<file path="config.mk">
export PLATFORM = sky130hd
export DESIGN_NAME = sram_wr_seq
export DESIGN_NICKNAME = d
export VERILOG_FILES = /design/src/rtl/sram_wr_pkg.sv /design/src/rtl/sram_wr_ctrl.sv /design/src/rtl/sram_wr_dp.sv /design/src/rtl/sram_wr_seq.sv
export SDC_FILE = /design/constraint.sdc
export NUM_CORES = 1
export LEC_CHECK = 0
export ABC_AREA = 0
export BUFFER_PORTS_ARGS = -buffer_cell sky130_fd_sc_hd__buf_4
export CORE_AREA = 2 2 85 46
export DETAILED_ROUTE_END_ITERATION = 16
export DIE_AREA = 0 0 87 48
export GPL_TIMING_DRIVEN = 0
export PLACE_DENSITY = 0.78
export SYNTH_ARGS = -nofsm -noshare
export SYNTH_HDL_FRONTEND = slang
export SYNTH_SLANG_ARGS = --single-unit
</file>
<file path="constraint.sdc">
create_clock -name clk -period 3.5 [get_ports clk]
set_clock_uncertainty 0.1 [all_clocks]
set_input_delay 0.525 -clock clk [delete_from_list [all_inputs] [get_ports clk]]
set_output_delay 0.525 -clock clk [all_outputs]
set_load 0.005 [all_outputs]
</file>
<file path="src/rtl/sram_wr_pkg.sv">
package sram_wr_pkg;

  typedef enum logic [2:0] {
    ST_IDLE,
    ST_LEAD,
    ST_PULSE,
    ST_RECOV,
    ST_DONE
  } wrState_t;

  typedef struct packed {
    logic load;
    logic ceOn;
    logic weOn;
    logic drive;
  } wrStrobe_t;

  function automatic int nsToCyc(input int ns, input int periodNs);
    return (ns <= 0) ? 0 : (ns + periodNs - 1) / periodNs;
  endfunction

  function automatic int pickNs(input int grade, input int g0, input int g1, input int g2);
    case (grade)
      0:       return g0;
      1:       return g1;
      default: return g2;
    endcase
  endfunction

  function automatic int maxI(input int a, input int b);
    return (a > b) ? a : b;
  endfunction

endpackage

</file>
<file path="src/rtl/sram_wr_ctrl.sv">
module sram_wr_ctrl
  import sram_wr_pkg::*;
#(
  parameter int GRADE  = 0,
  parameter int CLK_NS = 4
) (
  input  logic      clk,
  input  logic      rstN,
  input  logic      reqValid,
  input  logic      reqCeMode,
  output logic      busy,
  output logic      done,
  output wrStrobe_t strobe
);

  localparam int N_WC  = nsToCyc(pickNs(GRADE, 25, 35, 45), CLK_NS);
  localparam int N_PWE = nsToCyc(pickNs(GRADE, 20, 25, 30), CLK_NS);
  localparam int N_SCE = nsToCyc(pickNs(GRADE, 20, 25, 30), CLK_NS);
  localparam int N_SD  = nsToCyc(pickNs(GRADE, 10, 12, 15), CLK_NS);
  localparam int N_AW  = nsToCyc(pickNs(GRADE, 20, 25, 30), CLK_NS);
  localparam int N_HZ  = nsToCyc(pickNs(GRADE, 10, 13, 14), CLK_NS);

  localparam int P_WE = maxI(1, maxI(maxI(N_PWE, N_AW - 1), N_HZ + N_SD));
  localparam int P_CE = maxI(1, maxI(maxI(N_PWE, N_SCE), maxI(N_AW - 1, N_SD)));
  localparam int R_WE = maxI(0, N_WC - 1 - P_WE);
  localparam int R_CE = maxI(0, N_WC - 1 - P_CE);
  localparam int CNT_MAX = maxI(maxI(P_WE, P_CE), maxI(R_WE, R_CE));
  localparam int CNT_W = $clog2(CNT_MAX + 1) + 1;

  localparam logic [CNT_W-1:0] PULSE_WE = CNT_W'(P_WE);
  localparam logic [CNT_W-1:0] PULSE_CE = CNT_W'(P_CE);
  localparam logic [CNT_W-1:0] RECOV_WE = CNT_W'(R_WE);
  localparam logic [CNT_W-1:0] RECOV_CE = CNT_W'(R_CE);
  localparam logic [CNT_W-1:0] HZ_WAIT  = CNT_W'(N_HZ);

  wrState_t         state, nextState;
  logic [CNT_W-1:0] cnt, nextCnt;
  logic             modeQ, nextMode;
  logic             accept;
  logic [CNT_W-1:0] pulseLen, recovLen;

  assign pulseLen = modeQ ? PULSE_CE : PULSE_WE;
  assign recovLen = modeQ ? RECOV_CE : RECOV_WE;

  always_comb begin
    nextState = state;
    nextCnt   = cnt;
    nextMode  = modeQ;
    accept    = 1'b0;
    case (state)
      ST_IDLE: begin
        if (reqValid) begin
          accept    = 1'b1;
          nextMode  = reqCeMode;
          nextState = ST_LEAD;
          nextCnt   = '0;
        end
      end
      ST_LEAD: begin
        nextState = ST_PULSE;
        nextCnt   = '0;
      end
      ST_PULSE: begin
        if (cnt == pulseLen - 1'b1) begin
          nextCnt   = '0;
          nextState = (recovLen == '0) ? ST_DONE : ST_RECOV;
        end else begin
          nextCnt = cnt + 1'b1;
        end
      end
      ST_RECOV: begin
        if (cnt == recovLen - 1'b1) begin
          nextCnt   = '0;
          nextState = ST_DONE;
        end else begin
          nextCnt = cnt + 1'b1;
        end
      end
      ST_DONE:  nextState = ST_IDLE;
      default:  nextState = ST_IDLE;
    endcase
  end

  // Strobes describe the pin state of the coming cycle; the datapath registers them.
  always_comb begin
    strobe.load  = accept;
    strobe.ceOn  = (nextState == ST_PULSE) || (nextState == ST_LEAD && !nextMode);
    strobe.weOn  = (nextState == ST_PULSE) || (nextState == ST_LEAD && nextMode);
    strobe.drive = (nextState == ST_PULSE) && (nextMode || nextCnt >= HZ_WAIT);
  end

  always_ff @(posedge clk) begin
    if (!rstN) begin
      state <= ST_IDLE;
      cnt   <= '0;
      modeQ <= 1'b0;
    end else begin
      state <= nextState;
      cnt   <= nextCnt;
      modeQ <= nextMode;
    end
  end

  assign busy = (state != ST_IDLE);
  assign done = (state == ST_DONE);

endmodule

</file>
<file path="src/rtl/sram_wr_dp.sv">
module sram_wr_dp
  import sram_wr_pkg::*;
#(
  parameter int ADDR_W = 13,
  parameter int DATA_W = 8
) (
  input  logic              clk,
  input  logic              rstN,
  input  wrStrobe_t         strobe,
  input  logic [ADDR_W-1:0] reqAddr,
  input  logic [DATA_W-1:0] reqData,
  output logic [ADDR_W-1:0] memAddr,
  output logic              memCeN,
  output logic              memWeN,
  output logic [DATA_W-1:0] memDataOut,
  output logic              memDataOe,
  output logic              memSaveN
);

  always_ff @(posedge clk) begin
    if (!rstN) begin
      memAddr    <= '0;
      memDataOut <= '0;
      memCeN     <= 1'b1;
      memWeN     <= 1'b1;
      memDataOe  <= 1'b0;
    end else begin
      if (strobe.load) begin
        memAddr    <= reqAddr;
        memDataOut <= reqData;
      end
      memCeN    <= !strobe.ceOn;
      memWeN    <= !strobe.weOn;
      memDataOe <= strobe.drive;
    end
  end

  assign memSaveN = 1'b1;

endmodule

</file>
<file path="src/rtl/sram_wr_seq.sv">
module sram_wr_seq
  import sram_wr_pkg::*;
#(
  parameter int ADDR_W = 13,
  parameter int DATA_W = 8,
  parameter int GRADE  = 0,
  parameter int CLK_NS = 4
) (
  input  logic              clk,
  input  logic              rstN,
  input  logic              reqValid,
  input  logic [ADDR_W-1:0] reqAddr,
  input  logic [DATA_W-1:0] reqData,
  input  logic              reqCeMode,
  output logic              busy,
  output logic              done,
  output logic [ADDR_W-1:0] memAddr,
  output logic              memCeN,
  output logic              memWeN,
  output logic [DATA_W-1:0] memDataOut,
  output logic              memDataOe,
  output logic              memSaveN
);

  wrStrobe_t strobe;

  sram_wr_ctrl #(.GRADE(GRADE), .CLK_NS(CLK_NS)) uCtrl (
    .clk       (clk),
    .rstN      (rstN),
    .reqValid  (reqValid),
    .reqCeMode (reqCeMode),
    .busy      (busy),
    .done      (done),
    .strobe    (strobe)
  );

  sram_wr_dp #(.ADDR_W(ADDR_W), .DATA_W(DATA_W)) uDp (
    .clk        (clk),
    .rstN       (rstN),
    .strobe     (strobe),
    .reqAddr    (reqAddr),
    .reqData    (reqData),
    .memAddr    (memAddr),
    .memCeN     (memCeN),
    .memWeN     (memWeN),
    .memDataOut (memDataOut),
    .memDataOe  (memDataOe),
    .memSaveN   (memSaveN)
  );

endmodule

</file>
==> run summary <==
Status: completed
DRC violations left: 0
Vias: 1341
Req. time, crit path: 3.57 ns
GRT Total Usage: 0.1664
Synthesized area per cell: 8.502 um^2
Switching pwr: 0.2161 mW
Synth top area cells: dfxtp_1 (43%), nand2_1 (12%), a21boi_0 (12%), nand2b_1 (2.1%), nor2b_1 (2.1%)
Post-synthesis mux area share: 0.01338
Fmax: 506.6 MHz
Tightest Hold Check Type: input port to flop
Simple-gate share of the synthesized area: 0.2625
Crit. End Element: flop
Mapped Cells: 176
Final hold vios: 0
Clk pwr share: 0.384
PortBufs: 50
First-pass GRT wire length: 5264 um
Slowest stage delay, CP: 0.38 ns
Core Region: 0.003359 mm^2
EDFF count, synth: 0
Internal: 0.6775 mW
Final wirelength: 3343 um
Reg2Reg Depth: 6
Iter 0 DRT Violations: 29
NumNets Final: 259
CP Cell Sequence: nor3_1 -> and2_1 -> clkbuf_1 -> mux2i_1 -> o21ai_0 -> o31a_1
Grt total ovfl: 0
Clock Sinks: 32
CTS Buf Count: 5
RR Endpoint: uDp.memDataOe
Mapped Area: 0.001496 mm^2
ANT nets after route: 0
RSZ-0062 raised after global routing: no
Initial antenna violation count: 0
CTS tree: yes
Critical path's slowest cell: dfxtp_1
Die footprint: 0.004176 mm^2
Dpl hpwl: 2558 um
Critical R2R Launch: uCtrl.state[2]
FF-to-FF setup slack: 1.53 ns
PwrDens: 439.8 mW/mm^2
CP arrival: 2.04 ns
Fin crit share: 0.5640
Routed len/inst: 12.11 um
Combinational power share: 0.166
Number of global-route vias before repair: 1161
Clk Latency, worst-skew pair: 0.27 ns
N_diodes: 0
Final setup viols: 0
Via-to-Cell Ratio: 4.859
Minimum clock period: 1.974 ns
Setup crit end: uDp.memDataOe
Synth Area in Compound Gates: 0.2140
Drt pass-1 iters: 4
Most common flop cell mapped by yosys: dfxtp_1
Sequential share of power: 0.450
Worst setup path category: flop to flop
Ratio of cells with drive above 1 in the final layout: 0.3077
Synth-to-layout area growth: 35.79%
Site row count: 15
Post-synth top area cell: dfxtp_1
Setup TNS: 0 ns
Post-CTS Resized: 0
FFs w/ async S/R, synth: 0
Register bit total from synthesis: 32
Clock transition at path regs: 0.06 ns
Total power draw: 0.8936 mW
Peak supply drop: 347.8 uV
Synth Area in Adders: 0.008361
Final Wtd Congestion: 0.8373
Die outline width: 87 um
Setup Buffers After CTS: 0
Largest net degree at the start of global routing: 11
Max clock buf depth: 2
Synth unique cells: 38
Effective utilization at floorplan: 0.4454
Sequential area share after synthesis: 0.4281
Die Ht: 48 um
Hold path start: reqCeMode
# hold bufs at CTS: 0
Lkg Pwr: 0.8735 nW
Main combinational cell family by area after synthesis: simple AND/OR/NAND/NOR gates
MaxCap Viol Count: 0
Crit path from: uCtrl.state[2]
I/O pin count: 52
Switching Fraction: 0.2418
Synth top area share: 0.4281
Crit Path Max Fanout: 9
Syn. warnings: 0
Mapped Nets: 202
H-tree levels: 2
CTS Root Cell: clkbuf_8
CP startpoint kind: flop
XOR/XNOR Fraction of Synth Area: 0.01171
Final Max Slew Viols: 0
==> cell usage in the layout (no fill, tap or decap), types with 3 or more instances in the layout <==
cell / n
nor2b_1: 5
clkbuf_8: 5
o21ai_0: 4
inv_1: 3
nand2_1: 47
buf_2: 5
nand2b_1: 5
and2_1: 3
nand3_1: 4
a21boi_0: 23
buf_4: 51
nor2_1: 3
clkbuf_1: 7
nor3_1: 5
dfxtp_1: 32
==> synthesized netlist by cell type, types with 2 or more instances <==
library cell	n
a21boi_0	23
a21oi_1	2
a31oi_1	2
and2_1	3
buf_2	5
buf_6	2
clkbuf_1	6
dfxtp_1	32
inv_1	3
mux2i_1	2
nand2_1	47
nand2b_1	5
nand3_1	4
nor2_1	3
nor2b_1	5
nor3_1	5
nor3b_1	2
o21ai_0	4
xor2_1	2
==> critical path: cells and delay by family (launching register included) <==
kind | cells | cell delay (ns)
muxes | 1 | 0.28
and+or+nand+nor | 2 | 0.47
buffers and inverters | 1 | 0.24
AOI/OAI and AO/OA | 2 | 0.40
DFF | 1 | 0.38
==> flip-flops by register name, summed over array words and instances (netlist names) <==
name	flops
uCtrl.modeQ	1
uDp.memDataOut	8
uDp.memAddr	13
uDp.memWeN	1
uCtrl.state	3
uDp.memCeN	1
uDp.memDataOe	1
uCtrl.cnt	4
==> power groups by stage <==
stage	Sequential (mW)	Clock (mW)	Combinational, mW
after floorplan	0.410	0	0.0762
after global placement	0.409	0	0.148
after detailed placement	0.410	0	0.150
after CTS	0.402	0.352	0.151
after global routing	0.405	0.368	0.165
final	0.402	0.343	0.149
==> through the flow <==
stage               cells    util  setup WS, ns  instance area (um^2)  hold WS [ns]
floorplan             176       -         1.718                  1496        0.3600
global route          276  0.6048         1.360                  2032        0.3468
detailed placement    268  0.5728         1.553                  1924        0.3571
finish                276  0.6048         1.526                  2032        0.3495
global placement      268  0.5728         1.519                  1924        0.3527
CTS                   276  0.6048         1.531                  2032        0.3421
==> area by class of cell <==
| class | count | area [um^2] |
|---|---|---|
| clock buffers | 6 | 72.57 |
| clock inverters | 2 | 35.03 |
| multi-input cells | 127 | 767.0 |
| flip-flops and latches | 32 | 640.6 |
| well taps | 42 | 52.55 |
| fillers | 290 | 1328 |
| inverters | 3 | 11.26 |
| repair buffers | 50 | 375.4 |
| plain buffers | 14 | 77.57 |
==> metal layers <==
| layer | GRT usage | vias up | part of all wire |
|---|---|---|---|
| met2 | 0.2885 | 17 | 0.48 |
| met5 | 0 | - | 0 |
| met1 | 0.2010 | 616 | 0.48 |
| met3 | 0.05172 | 4 | 0.028 |
| li1 | - | 704 | - |
| met4 | 0.06563 | 0 | 0.0087 |
==> kinds of logic (layout without fill, tap and decap cells) <==
group,after synthesis,in the layout
and+or+nand+nor,81,81
AOI/OAI and AO/OA,40,40
DFF,32,32
xor gates and xnor gates,2,2
adders and majority gates,1,1
muxes,2,2
other,1,1
buffers and inverters,17,75
==> how the worst min path moves through the flow <==
stage	to	slack [ns]	cells after the start
2_1_floorplan	uDp.memAddr[10]	0.36	2
3_3_place_gp	uDp.memAddr[9]	0.35	2
3_5_place_dp	uDp.memAddr[2]	0.36	2
4_1_cts	uDp.memWeN	0.34	2
5_1_grt	uDp.memWeN	0.35	2
6_report	uDp.memWeN	0.35	2
Note: power is estimated with default switching activity, not from simulation.
